**src/rtl/ir_tx_pkg.sv**
```systemverilog
package ir_tx_pkg;
   typedef enum logic [2:0] {
      ST_IDLE,
      ST_DELAY,
      ST_LEAD_ON,
      ST_LEAD_OFF,
      ST_BIT_ON,
      ST_BIT_OFF,
      ST_STOP_ON,
      ST_GAP
   } tx_state_t;

   function automatic logic state_bursting(tx_state_t s);
      return (s == ST_LEAD_ON) || (s == ST_BIT_ON) || (s == ST_STOP_ON);
   endfunction

   function automatic logic state_in_code(tx_state_t s);
      return (s == ST_LEAD_ON) || (s == ST_LEAD_OFF) || (s == ST_BIT_ON) ||
             (s == ST_BIT_OFF) || (s == ST_STOP_ON);
   endfunction
endpackage

```
**src/rtl/ir_tx_timebase.sv**
```systemverilog
module ir_tx_timebase #(
   parameter int UNIT_TICKS = 256
) (
   input  logic clk,
   input  logic rst_n,
   input  logic tick,
   input  logic restart,
   output logic unit_end
);
   localparam int CW = $clog2(UNIT_TICKS);
   localparam logic [CW-1:0] LAST = CW'(UNIT_TICKS - 1);

   logic [CW-1:0] cnt;

   always_ff @(posedge clk or negedge rst_n) begin
      if (!rst_n) begin
         cnt <= '0;
      end else if (restart) begin
         cnt <= '0;
      end else if (tick) begin
         cnt <= (cnt == LAST) ? '0 : cnt + 1'b1;
      end
   end

   assign unit_end = tick && !restart && (cnt == LAST);
endmodule

```
**src/rtl/ir_tx_carrier.sv**
```systemverilog
module ir_tx_carrier #(
   parameter int CARRIER_DIV  = 12,
   parameter int CARRIER_HIGH = 4,
   parameter bit MODULATE     = 1'b1
) (
   input  logic clk,
   input  logic rst_n,
   input  logic tick,
   input  logic burst,
   output logic ir_out
);
   generate
      if (MODULATE) begin : g_mod
         localparam int CW = $clog2(CARRIER_DIV);
         logic [CW-1:0] phase;

         always_ff @(posedge clk or negedge rst_n) begin
            if (!rst_n) begin
               phase <= '0;
            end else if (!burst) begin
               phase <= '0;
            end else if (tick) begin
               phase <= (phase == CW'(CARRIER_DIV - 1)) ? '0 : phase + 1'b1;
            end
         end

         assign ir_out = burst && (phase < CW'(CARRIER_HIGH));
      end else begin : g_env
         assign ir_out = burst;
      end
   endgenerate
endmodule

```
**src/rtl/ir_tx_sequencer.sv**
```systemverilog
module ir_tx_sequencer
   import ir_tx_pkg::*;
#(
   parameter int ADDR_W           = 16,
   parameter int CMD_W            = 8,
   parameter int START_UNITS      = 64,
   parameter int PERIOD_UNITS     = 192,
   parameter int LEAD_ON_UNITS    = 16,
   parameter int LEAD_OFF_UNITS   = 8,
   parameter int REP_OFF_UNITS    = 4,
   parameter int MARK_UNITS       = 1,
   parameter int ZERO_SPACE_UNITS = 1,
   parameter int ONE_SPACE_UNITS  = 3
) (
   input  logic              clk,
   input  logic              rst_n,
   input  logic              start,
   input  logic              key_held,
   input  logic              repeat_full,
   input  logic [ADDR_W-1:0] addr,
   input  logic [CMD_W-1:0]  cmd,
   input  logic              unit_end,
   output logic              restart,
   output logic              code_active,
   output logic              burst,
   output logic              done
);
   localparam int FRAME_BITS = ADDR_W + 2 * CMD_W;
   localparam int BW = $clog2(FRAME_BITS);
   localparam int M1 = (START_UNITS > LEAD_ON_UNITS) ? START_UNITS : LEAD_ON_UNITS;
   localparam int M2 = (M1 > LEAD_OFF_UNITS) ? M1 : LEAD_OFF_UNITS;
   localparam int M3 = (M2 > REP_OFF_UNITS) ? M2 : REP_OFF_UNITS;
   localparam int M4 = (M3 > ONE_SPACE_UNITS) ? M3 : ONE_SPACE_UNITS;
   localparam int M5 = (M4 > ZERO_SPACE_UNITS) ? M4 : ZERO_SPACE_UNITS;
   localparam int SEG_MAX = (M5 > MARK_UNITS) ? M5 : MARK_UNITS;
   localparam int SEGW = $clog2(SEG_MAX + 1);
   localparam int PW = $clog2(PERIOD_UNITS + 1);

   tx_state_t             state;
   logic [SEGW-1:0]       seg_left;
   logic [PW-1:0]         per_cnt;
   logic [FRAME_BITS-1:0] frame_q;
   logic [FRAME_BITS-1:0] shreg;
   logic [BW-1:0]         bit_idx;
   logic                  rep_q;
   logic                  full_q;
   logic                  done_q;
   logic                  seg_last;
   logic                  period_last;

   assign restart     = (state == ST_IDLE) && start;
   assign code_active = state_in_code(state);
   assign burst       = state_bursting(state);
   assign done        = done_q;
   assign seg_last    = (seg_left == SEGW'(1));
   assign period_last = (per_cnt == PW'(PERIOD_UNITS - 1));

   always_ff @(posedge clk or negedge rst_n) begin
      if (!rst_n) begin
         state    <= ST_IDLE;
         seg_left <= '0;
         per_cnt  <= '0;
         frame_q  <= '0;
         shreg    <= '0;
         bit_idx  <= '0;
         rep_q    <= 1'b0;
         full_q   <= 1'b0;
         done_q   <= 1'b0;
      end else begin
         done_q <= 1'b0;
         if (unit_end && (state != ST_IDLE)) begin
            per_cnt  <= per_cnt + 1'b1;
            seg_left <= seg_left - 1'b1;
         end
         case (state)
            ST_IDLE: begin
               if (start) begin
                  frame_q  <= {~cmd, cmd, addr};
                  full_q   <= repeat_full;
                  seg_left <= SEGW'(START_UNITS);
                  state    <= ST_DELAY;
               end
            end
            ST_DELAY: begin
               if (unit_end && seg_last) begin
                  state    <= ST_LEAD_ON;
                  seg_left <= SEGW'(LEAD_ON_UNITS);
                  per_cnt  <= '0;
                  rep_q    <= 1'b0;
                  shreg    <= frame_q;
                  bit_idx  <= '0;
               end
            end
            ST_LEAD_ON: begin
               if (unit_end && seg_last) begin
                  state    <= ST_LEAD_OFF;
                  seg_left <= rep_q ? SEGW'(REP_OFF_UNITS) : SEGW'(LEAD_OFF_UNITS);
               end
            end
            ST_LEAD_OFF: begin
               if (unit_end && seg_last) begin
                  state    <= rep_q ? ST_STOP_ON : ST_BIT_ON;
                  seg_left <= SEGW'(MARK_UNITS);
               end
            end
            ST_BIT_ON: begin
               if (unit_end && seg_last) begin
                  state    <= ST_BIT_OFF;
                  seg_left <= shreg[0] ? SEGW'(ONE_SPACE_UNITS) : SEGW'(ZERO_SPACE_UNITS);
               end
            end
            ST_BIT_OFF: begin
               if (unit_end && seg_last) begin
                  shreg    <= shreg >> 1;
                  seg_left <= SEGW'(MARK_UNITS);
                  if (bit_idx == BW'(FRAME_BITS - 1)) begin
                     state <= ST_STOP_ON;
                  end else begin
                     state   <= ST_BIT_ON;
                     bit_idx <= bit_idx + 1'b1;
                  end
               end
            end
            ST_STOP_ON: begin
               if (unit_end && seg_last) begin
                  if (key_held) begin
                     state <= ST_GAP;
                  end else begin
                     state  <= ST_IDLE;
                     done_q <= 1'b1;
                  end
               end
            end
            ST_GAP: begin
               if (unit_end && period_last) begin
                  if (key_held) begin
                     state    <= ST_LEAD_ON;
                     seg_left <= SEGW'(LEAD_ON_UNITS);
                     per_cnt  <= '0;
                     rep_q    <= !full_q;
                     shreg    <= frame_q;
                     bit_idx  <= '0;
                  end else begin
                     state  <= ST_IDLE;
                     done_q <= 1'b1;
                  end
               end
            end
            default: state <= ST_IDLE;
         endcase
      end
   end
endmodule

```
**src/rtl/ir_frame_tx.sv**
```systemverilog
module ir_frame_tx #(
   parameter int UNIT_TICKS       = 256,
   parameter int CARRIER_DIV      = 12,
   parameter int CARRIER_HIGH     = 4,
   parameter bit MODULATE         = 1'b1,
   parameter int ADDR_W           = 16,
   parameter int CMD_W            = 8,
   parameter int START_UNITS      = 64,
   parameter int PERIOD_UNITS     = 192,
   parameter int LEAD_ON_UNITS    = 16,
   parameter int LEAD_OFF_UNITS   = 8,
   parameter int REP_OFF_UNITS    = 4,
   parameter int MARK_UNITS       = 1,
   parameter int ZERO_SPACE_UNITS = 1,
   parameter int ONE_SPACE_UNITS  = 3
) (
   input  logic              clk,
   input  logic              rst_n,
   input  logic              tick,
   input  logic              start,
   input  logic              key_held,
   input  logic              repeat_full,
   input  logic [ADDR_W-1:0] addr,
   input  logic [CMD_W-1:0]  cmd,
   output logic              ir_out,
   output logic              lamp_n,
   output logic              done
);
   localparam int FRAME_BITS = ADDR_W + 2 * CMD_W;
   localparam int LONGEST_CODE = LEAD_ON_UNITS + LEAD_OFF_UNITS +
                                 FRAME_BITS * (MARK_UNITS + ONE_SPACE_UNITS) + MARK_UNITS;

   generate
      if (UNIT_TICKS < 2) begin : g_bad_unit
         $error("UNIT_TICKS must be at least 2");
      end
      if (CARRIER_HIGH < 1 || CARRIER_HIGH >= CARRIER_DIV) begin : g_bad_carrier
         $error("CARRIER_HIGH must lie between 1 and CARRIER_DIV-1");
      end
      if (LONGEST_CODE >= PERIOD_UNITS) begin : g_bad_period
         $error("PERIOD_UNITS must exceed the longest code");
      end
      if (START_UNITS < 1 || MARK_UNITS < 1 || ZERO_SPACE_UNITS < 1 ||
          LEAD_ON_UNITS < 1 || LEAD_OFF_UNITS < 1 || REP_OFF_UNITS < 1) begin : g_bad_seg
         $error("every segment must last at least one unit");
      end
   endgenerate

   logic restart;
   logic unit_end;
   logic code_active;
   logic burst;

   ir_tx_timebase #(
      .UNIT_TICKS(UNIT_TICKS)
   ) u_timebase (
      .clk      (clk),
      .rst_n    (rst_n),
      .tick     (tick),
      .restart  (restart),
      .unit_end (unit_end)
   );

   ir_tx_sequencer #(
      .ADDR_W           (ADDR_W),
      .CMD_W            (CMD_W),
      .START_UNITS      (START_UNITS),
      .PERIOD_UNITS     (PERIOD_UNITS),
      .LEAD_ON_UNITS    (LEAD_ON_UNITS),
      .LEAD_OFF_UNITS   (LEAD_OFF_UNITS),
      .REP_OFF_UNITS    (REP_OFF_UNITS),
      .MARK_UNITS       (MARK_UNITS),
      .ZERO_SPACE_UNITS (ZERO_SPACE_UNITS),
      .ONE_SPACE_UNITS  (ONE_SPACE_UNITS)
   ) u_seq (
      .clk         (clk),
      .rst_n       (rst_n),
      .start       (start),
      .key_held    (key_held),
      .repeat_full (repeat_full),
      .addr        (addr),
      .cmd         (cmd),
      .unit_end    (unit_end),
      .restart     (restart),
      .code_active (code_active),
      .burst       (burst),
      .done        (done)
   );

   ir_tx_carrier #(
      .CARRIER_DIV  (CARRIER_DIV),
      .CARRIER_HIGH (CARRIER_HIGH),
      .MODULATE     (MODULATE)
   ) u_carrier (
      .clk    (clk),
      .rst_n  (rst_n),
      .tick   (tick),
      .burst  (burst),
      .ir_out (ir_out)
   );

   assign lamp_n = !code_active;
endmodule

```
**config.mk**
```make
export PLATFORM = sky130hd
export DESIGN_NAME = ir_frame_tx
export DESIGN_NICKNAME = d
export VERILOG_FILES = /design/src/rtl/ir_tx_pkg.sv /design/src/rtl/ir_tx_timebase.sv /design/src/rtl/ir_tx_carrier.sv /design/src/rtl/ir_tx_sequencer.sv /design/src/rtl/ir_frame_tx.sv
export SDC_FILE = /design/constraint.sdc
export NUM_CORES = 1
export LEC_CHECK = 0
export BUFFER_PORTS_ARGS = -buffer_cell sky130_fd_sc_hd__clkbuf_2
export CAP_MARGIN = 20
export CORE_ASPECT_RATIO = 0.7
export CORE_MARGIN = 2
export CORE_UTILIZATION = 56
export CTS_BUF_LIST = sky130_fd_sc_hd__clkbuf_8
export DETAILED_ROUTE_END_ITERATION = 10
export PLACE_DENSITY = 0.75
export SLEW_MARGIN = 0
export SYNTH_ARGS = -nofsm -noshare
export SYNTH_HDL_FRONTEND = slang
export SYNTH_SLANG_ARGS = --single-unit
```
**constraint.sdc**
```tcl
create_clock -name clk -period 3.2 [get_ports clk]
set_input_delay 0.32 -clock clk [delete_from_list [all_inputs] [get_ports clk]]
set_output_delay 0.32 -clock clk [all_outputs]
set_load 0.01 [all_outputs]
```
==> summary.txt <==
Floorplanning
  – Die width: between 100 and 150 um
  – Starting Density: 58.2%
  – Chip height: 82.7 um
  – Core area: 8510 um^2
  – Number of top-level pins: 33
  – Die area: approximately 9600 um^2
  – Row count: 28

Power and ir drop
  – Maximum vdd drop: around 0.33 mV
  – PwrDens: around 570 nW/um^2
  – Tot Pwr: a little over 3 mW
  – Leakage: ~2.7 nW

Critical path
  – Slowest library cell on the worst path: dfrtp_1
  – Delay of the slowest cell on the worst path: approximately 760 ps
  – Cell chain of the critical path: inv_1 > nor2_1 > nand2_1 > o21ai_0 > clkbuf_2
  – CP arrival: 2260 ps
  – Crit path capture type: primary output
  – Kind of critical path: reg2out
  – WP data required: ~2900 ps
  – CP Max Fanout: 21
  – Crit start category: flip-flop
  – Worst reg2reg setup slack: about 670 ps

Clocking
  – Num CTS Buffers: 9
  – H-tree depth: 3
  – Root buffer cell: clkbuf_8
  – Worst-skew pair later-pin latency: roughly 370 ps
  – Setup Buffers After CTS: 0
  – Clock slew at reported path FFs: approximately 100 ps
  – CTS tree: built
  – Clock Sinks: approximately 100
  – Clock Path Buffers: 2

Routing
  – DRT iter0 DRCs: roughly 350
  – DRC viols: 0
  – Initial DRT Pass Iterations: 4
  – Drt wl/cell: 15.4 um
  – Drt total wl: around 11000 um
  – Antenna-violating nets left: 0
  – Via-per-instance ratio: around 5.6
  – Vias: 3846

Synthesis
  – Top-count cell post-synth: nand2_1
  – Synthesized cell area: 4950 um^2
  – Post-synth EDFFs: 0
  – Cells after Synth: approximately 530
  – Synth area leaders: dfrtp_1, nand2_1, mux2i_1, o21ai_0, nor2_1
  – Yosys warns: 0
  – Post-synth net total: 569
  – Ys async rst share: 100%
  – Area leader, netlist: dfrtp_1
  – Top_reg_cell synth: dfrtp_1
  – Post-synth top area share: about half
  – Post-synth top cells: nand2_1, dfrtp_1, o21ai_0, mux2i_1, nor2_1
  – Cell variety after synth: 54
  – Average size of a mapped cell: approximately 9.3 um^2
  – #FFs+latches synth: 102
  – Register area share after synthesis: just over 50%

STA
  – Final Hold Viols: 0
  – Setup WS post-layout: between 600 and 700 ps
  – Peak Freq: between 0.3 and 0.4 GHz
  – Slew Limit Fails: 0
  – Slew at the pin closest to its max-slew limit: between 600 and 700 ps
  – Final Critical Period: approximately 2600 ps
  – Clock skew after layout: 10.2 ps
  – Worst slew margin: a little over half
  – RSZ-0062 raised after global routing: no
  – Setup TNS: 0 ps
  – Final setup viols: 0
  – Tcrit/Tclk final: between 80% and 90%
  – Hold_ws: between 100 and 150 ps

Layout
  – Layout Nets: 595
  – Filler cell count: around 740
  – Share of layout cells above drive strength 1: 12.8%
  – Area growth syn-to-layout: 10.4%
  – Antenna diode count: 0

Global route
  – Largest net degree at the start of global routing: slightly below 90
  – Grt ovf: 0
  – Initial antenna violation count: 0
  – GR Util All Layers: about a quarter
  – First-pass GRT wire length: around 18000 um
  – Number of global-route vias before repair: ~3700

Placement
  – PortBufs: 32
  – Detailed Place HPWL: between 7000 and 8000 um
  – Pre-CTS setup slack: 705 ps
  – Routability cong.: roughly 0.95

Worst hold path
  – Worst min-delay path class: in2reg

Run
  – Max Cap Viol: 0

Status
  – Outcome: completed
## stage by stage
stage,utilization (%),instances,cell area (um^2)
2_1_floorplan,-,532,4950
3_3_place_gp,61.3,665,5220
3_5_place_dp,61.3,665,5220
4_1_cts,63.8,681,5430
5_1_grt,64.2,683,5470
6_report,64.2,683,5470
## worst paths after layout
| path | endpoint | from | cells past startpoint |
|---|---|---|---|
| max in group asynchronous | u_seq.frame_q[7]$_DFFE_PN0P_ | rst_n | 4 |
| hold / removal | u_seq.frame_q[11]$_DFFE_PN0P_ | addr[11] | 3 |
| setup / recovery | lamp_n | u_seq.state[1]$_DFFE_PN0P_ | 5 |
| setup reg to reg | u_timebase.cnt[7]$_DFFE_PN0P_ | u_seq.state[1]$_DFFE_PN0P_ | 5 |
| min in group asynchronous | u_seq.shreg[27]$_DFFE_PN0P_ | rst_n | 2 |
| hold reg to reg | u_seq.frame_q[15]$_DFFE_PN0P_ | u_seq.frame_q[15]$_DFFE_PN0P_ | 2 |
## routing by layer
| layer | wire length, um | global-route usage, % | up-vias |
|---|---|---|---|
| li1 | - | - | 1894 |
| met1 | 5100 | 35.0 | 1846 |
| met2 | 4730 | 37.8 | 97 |
| met3 | 565 | 5.11 | 9 |
| met4 | 113 | 7.62 | 0 |
| met5 | 0 | 0 | - |
## worst max-delay path, delay by kind of cell, from the launching register on
family          cells  cell delay (ps)
simple gates        2              580
flops               1              760
compound gates      1              140
buf+inv             2              400
## cell usage in the layout (no fill, tap or decap), types with 5 or more instances in the layout
| cell | n |
|---|---|
| a21oi_1 | 10 |
| buf_4 | 13 |
| clkbuf_2 | 31 |
| clkbuf_8 | 10 |
| dfrtp_1 | 102 |
| ha_1 | 7 |
| inv_1 | 11 |
| mux2i_1 | 34 |
| nand2_1 | 142 |
| nand3_1 | 11 |
| nand4_1 | 11 |
| nor2_1 | 29 |
| nor3_1 | 10 |
| o21ai_0 | 58 |
| or3_1 | 5 |
| xor2_1 | 8 |
## power by group
part | switching, mW | total, mW | internal (mW)
sequential | 0.175 | 1.69 | 1.51
clock | 0.465 | 0.855 | 0.390
combinational | 0.320 | 0.549 | 0.229
## cell type report
cell class	instances	area (um^2)	share of cell area, %
inverter	10	37.5	0.686
timing repair buffer	46	290	5.31
clock inverter	6	70.1	1.28
sequential	102	2550	46.7
tap	120	150	2.75
clock buffer	10	138	2.52
multi-input combinational	389	2230	40.8
## cells by family after synthesis
family,count (synthesis),share of synthesized area (%)
buffers and inverters,41,3.59
multiplexers,38,7.86
XOR/XNOR,11,1.95
adder cells (fa/ha/maj),8,1.97
AO/OA/AOI/OAI,101,12.4
AND/OR/NAND/NOR,231,20.7
flip-flops,102,51.6
## what timing repair did
item / in CTS / in global routing
endpoints found under the hold margin: 0 / 27
gates resized for setup: 0 / 0
hold buffers: 0 / 1
endpoints found under the setup margin: 0 / 0
## registers in the layout (all words and copies together) (netlist names)
signal / cells
u_seq.shreg: 32
u_carrier.g_mod.phase: 4
u_seq.done: 1
u_seq.bit_idx: 5
u_seq.full_q: 1
u_timebase.cnt: 8
u_seq.seg_left: 7
u_seq.frame_q: 32
u_seq.per_cnt: 8
u_seq.rep_q: 1
u_seq.state: 3
No activity file was read; power rests on OpenSTA's default activity.
